--- config.mk ---
export PLATFORM = sky130hd
export DESIGN_NAME = brcond_eval
export DESIGN_NICKNAME = d
export VERILOG_FILES = /design/src/rtl/brcond_eval.sv
export SDC_FILE = /design/constraint.sdc
export NUM_CORES = 1
export LEC_CHECK = 0
export BUFFER_PORTS_ARGS = -buffer_cell sky130_fd_sc_hd__buf_2
export CORE_ASPECT_RATIO = 0.75
export CORE_UTILIZATION = 50
export CTS_BUF_LIST = sky130_fd_sc_hd__clkbuf_8
export CTS_CLUSTER_SIZE = 14
export DETAILED_ROUTE_END_ITERATION = 8
export PLACE_DENSITY = 0.83
export SYNTH_ARGS = -nofsm -noshare
export SYNTH_HDL_FRONTEND = slang
export SYNTH_SLANG_ARGS = --single-unit
--- constraint.sdc ---
create_clock -name clk -period 2.1 [get_ports clk]
set_input_delay 0.42 -clock clk [delete_from_list [all_inputs] [get_ports clk]]
set_output_delay 0.42 -clock clk [all_outputs]
set_load 0.05 [all_outputs]
--- src/rtl/brcond_eval.sv ---
module brcond_eval #(
  parameter int DATA_W = 32,
  parameter int ADDR_W = 24,
  parameter int SEL_W  = 4,
  parameter int DISP_W = 12,
  parameter logic [7:0] OPC_LONG  = 8'h47,
  parameter logic [7:0] OPC_SHORT = 8'h07
) (
  input  logic              clk,
  input  logic              rst_n,
  input  logic              cc_we,
  input  logic [1:0]        cc_wdata,
  input  logic              insn_valid,
  input  logic [31:0]       insn,
  output logic [SEL_W-1:0]  rf_sel_x,
  output logic [SEL_W-1:0]  rf_sel_b,
  input  logic [DATA_W-1:0] rf_x_data,
  input  logic [DATA_W-1:0] rf_b_data,
  output logic [1:0]        cc_q,
  output logic              br_valid,
  output logic              br_taken,
  output logic [ADDR_W-1:0] br_target
);
  localparam logic [SEL_W-1:0] NOREG = '0;

  logic [7:0]        opc;
  logic [3:0]        mask;
  logic [SEL_W-1:0]  r_a, r_b;
  logic [DISP_W-1:0] disp;
  logic              is_long, is_short, hit, take_d;
  logic [DATA_W-1:0] x_term, b_term, sum;
  logic [ADDR_W-1:0] tgt_d;

  assign opc  = insn[31:24];
  assign mask = insn[23:20];
  assign r_a  = insn[19:16];
  assign r_b  = insn[15:12];
  assign disp = insn[DISP_W-1:0];

  assign is_long  = opc == OPC_LONG;
  assign is_short = opc == OPC_SHORT;

  assign rf_sel_x = r_a;
  assign rf_sel_b = is_short ? r_a : r_b;

  assign x_term = (r_a != NOREG) ? rf_x_data : '0;
  assign b_term = (r_b != NOREG) ? rf_b_data : '0;
  assign sum    = x_term + b_term + DATA_W'(disp);

  assign hit    = mask[2'd3 - cc_q];
  assign take_d = hit && !(is_short && r_a == NOREG);
  assign tgt_d  = is_short ? rf_b_data[ADDR_W-1:0] : sum[ADDR_W-1:0];

  always_ff @(posedge clk or negedge rst_n) begin
    if (!rst_n) begin
      cc_q      <= '0;
      br_valid  <= 1'b0;
      br_taken  <= 1'b0;
      br_target <= '0;
    end else begin
      if (cc_we) cc_q <= cc_wdata;
      br_valid <= insn_valid && (is_long || is_short);
      if (insn_valid && (is_long || is_short)) begin
        br_taken  <= take_d;
        br_target <= tgt_d;
      end
    end
  end
endmodule


==> metrics.csv <==
metric,value,unit
Worst EP arrival,3.75,ns
num rows,24,
RSZ-0062 raised after global routing,true,
synthesized area,3240,um2
DP HPWL,8.90,mm
Tightest Pin Transition,0.695,ns
largest net degree at the start of global routing,41,
Main synth FF type,dfrtp_1,
"CTS clk-pin slew, worst paths",0.12,ns
Core Area,6040,um2
Final GP Congestion,1.03,
sw frac,44.8,%
Setup crit start,insn[18],
final hold violations,0,
pins over their slew limit,0,
PortBufs,121,
first-pass GRT wire length,17.9,mm
Fmax achieved,0.283,GHz
setup violators final,22,
# fillers,375,
worst reg2reg path depth,3,
syn nets,533,
Int Power,1.92,mW
vias in the first global route,3705,
largest area contributor in the netlist,dfrtp_1,
Worst Clk Skew,0.000641,ns
worst hold slack,0.153,ns
total power,3.48,mW
DRT Pass-1 Iters,5,
status,"finished, violations left",
layout cells sized above 1,51.2,%
Detail Route Antenna Nets,0,
Max-Cap Viols,0,
LEAKAGE,2.50,nW
Bufs on Longest Clock Path,2,
Nets,717,
VDD IR max,0.477,mV
Die W,94.9,um
count of cell types in the netlist,55,
# diodes,0,
Syn Inst Count,385,
type of the worst setup path,in -> reg,
Worst setup SP type,input pin,
area fraction of the dominant cell type after synthesis,21.6,%
Die Span Y,71.7,um
pwr/cell area,690,nW/um2
total number of vias,3994,
worst hold path class,in -> async,
Post-Syn Area per Cell,8.41,um2
r2r endpoint,br_taken$_DFFE_PN0P_,
setup ws final,-1.43,ns
drc violations,0,
synth top area cells,"dfrtp_1 22%, ha_1 13%, fa_1 8.0%",
sw power,1.56,mW
CP required,2.32,ns
number of synthesized flops with an enable pin,0,
DR WL/cell,19.8,um
hold_buf cts,0,
number of placed I/O pins,138,
CTS H-Tree Depth,1,
Logic pwr share,67.6,%
Crit. End Element,register,
Initial DRC Count,279,
failing checks,negative setup slack,
pre-CTS setup slack,-1.75,ns
vias per inst,6.18,
Num CTS Buffers,3,
register area share after synthesis,21.6,%
TritonCTS Sinks,28,
Commonest cells post-synth,"37 x nand2_1, 33 x ha_1, 28 x dfrtp_1",
sequential power share,18.8,%
final WL,12.8,mm
All-Layer GR Usage,34.2,%
Clock Tree Root,clkbuf_8,
initial core utilization,53.6,%
CTS tree,built,
initial antenna violation count,0,
Slew headroom,53.7,%
global-route congestion overflow total,0,
Area Growth Syn to Fin,55.7,%
CP Max Fanout,7,
period utilization,168,%
DIE AREA,6810,um2
asr flop ratio synth,100,%
synth warn,0,
Clk pwr share,13.5,%
worst reg2reg path startpoint,cc_q[0]$_DFFE_PN0P_,
reg2reg setup slack,0.89,ns
Yosys reg bits,28,
FF/Latch Area,701,um2
Final min period,3.53,ns
area of the multi-input gates,2840,um2
most common cell in the synthesized netlist,nand2_1,
Worst-Skew Late Latency,0.29,ns
## cell families (layout without fill, tap and decap cells)
logic type / count (synthesis) / in the layout / synth area share, %
buffers and inverters: 32 / 215 / 4.60
adder cells (fa/ha/maj): 46 / 46 / 20.8
AND/OR/NAND/NOR: 148 / 148 / 24.5
AO/OA/AOI/OAI: 106 / 106 / 20.8
XOR/XNOR: 16 / 16 / 4.33
flip-flops: 28 / 28 / 21.6
multiplexers: 9 / 9 / 3.40
## sequential cells by signal, indices dropped and copies added (netlist names)
signal and flops:
cc_q 2, br_valid 1, br_target 24, br_taken 1
## metrics by stage
step                      TNS (ns)  std cells  area [um2]  utilization [%]
after floorplan             -25.24        385        3370                -
after global placement      -31.45        633        4510             74.8
after detailed placement    -33.88        633        4510             74.8
after CTS                   -22.33        638        4720             78.2
after global routing        -25.83        646        5040             83.5
final                       -24.32        646        5040             83.5
## layer usage
metal	GRT usage (%)	wire, um	up-vias
li1	-	-	1748
met3	5.31	1400	64
met4	7.91	470	0
met1	46.6	4940	1895
met2	57.2	5980	287
met5	0	0	-
## what timing repair did
| item | CTS | global route |
|---|---|---|
| resized for setup | 24 | 51 |
| cloned | 1 | 0 |
| endpoints found under the hold margin | 0 | 0 |
| setup buffers | 0 | 9 |
| setup endpoints to repair | 27 | 23 |
| pin swaps | 30 | 54 |
## cell type report
| class | instances | area share [%] |
|---|---|---|
| timing repair buffer | 204 | 25.9 |
| tap | 78 | 1.94 |
| multi-input combinational | 325 | 56.3 |
| sequential | 28 | 13.9 |
| clock buffer | 3 | 0.819 |
| inverter | 7 | 0.521 |
| clock inverter | 1 | 0.596 |
## layout by cell type, fill, tap and decap left out, types with 4 or more instances in the layout
cell     Yosys  final
buf_2        2    119
buf_4        5     73
nand2_1     37     34
dfrtp_1     28     28
nor2b_1     23     23
ha_1        33     20
nor2_1      21     18
o21ai_1     16     15
a21oi_1     26     14
and2_1      23     13
and2_4       1     11
a21oi_2      4     11
o22ai_1     12     11
fa_1        13     10
ha_4         0     10
o21ai_0     10      9
xnor2_1     10      9
buf_6        1      9
nand3_1      8      8
and3_1       7      7
inv_1        7      6
mux2_2       2      6
a21o_1       6      6
nand4_1      6      6
a31oi_1      7      5
a21oi_4      0      5
nor3_1       6      4
## worst max path at each step
stage                                            to  slack, ns
after floorplan           br_target[14]$_DFFE_PN0P_      -1.53
after global routing      br_target[19]$_DFFE_PN0P_      -1.47
after CTS                 br_target[14]$_DFFE_PN0P_      -1.29
after global placement    br_target[19]$_DFFE_PN0P_      -1.66
final                     br_target[19]$_DFFE_PN0P_      -1.43
after detailed placement  br_target[22]$_DFFE_PN0P_      -1.75
## power by group through the flow
stage / combinational (mW) / sequential, mW / clock, mW
final: 2.35 / 0.655 / 0.470
after global routing: 2.48 / 0.663 / 0.486
after CTS: 2.02 / 0.653 / 0.467
after detailed placement: 1.92 / 0.664 / 0
after global placement: 1.86 / 0.662 / 0
after floorplan: 0.996 / 0.935 / 0
## critical path, cell delays in order
cell and delay (ns):
buf_6 0.09, or4_4 0.61, and2_4 0.18, fa_1 0.50, ha_2 0.19, inv_2 0.04
fa_2 0.33, nand2b_4 0.16, a21oi_4 0.14, o31a_1 0.23, a41o_1 0.34, a31oi_1 0.15
xor2_1 0.19, a21oi_1 0.15
No activity file was read; power rests on OpenSTA's default activity.
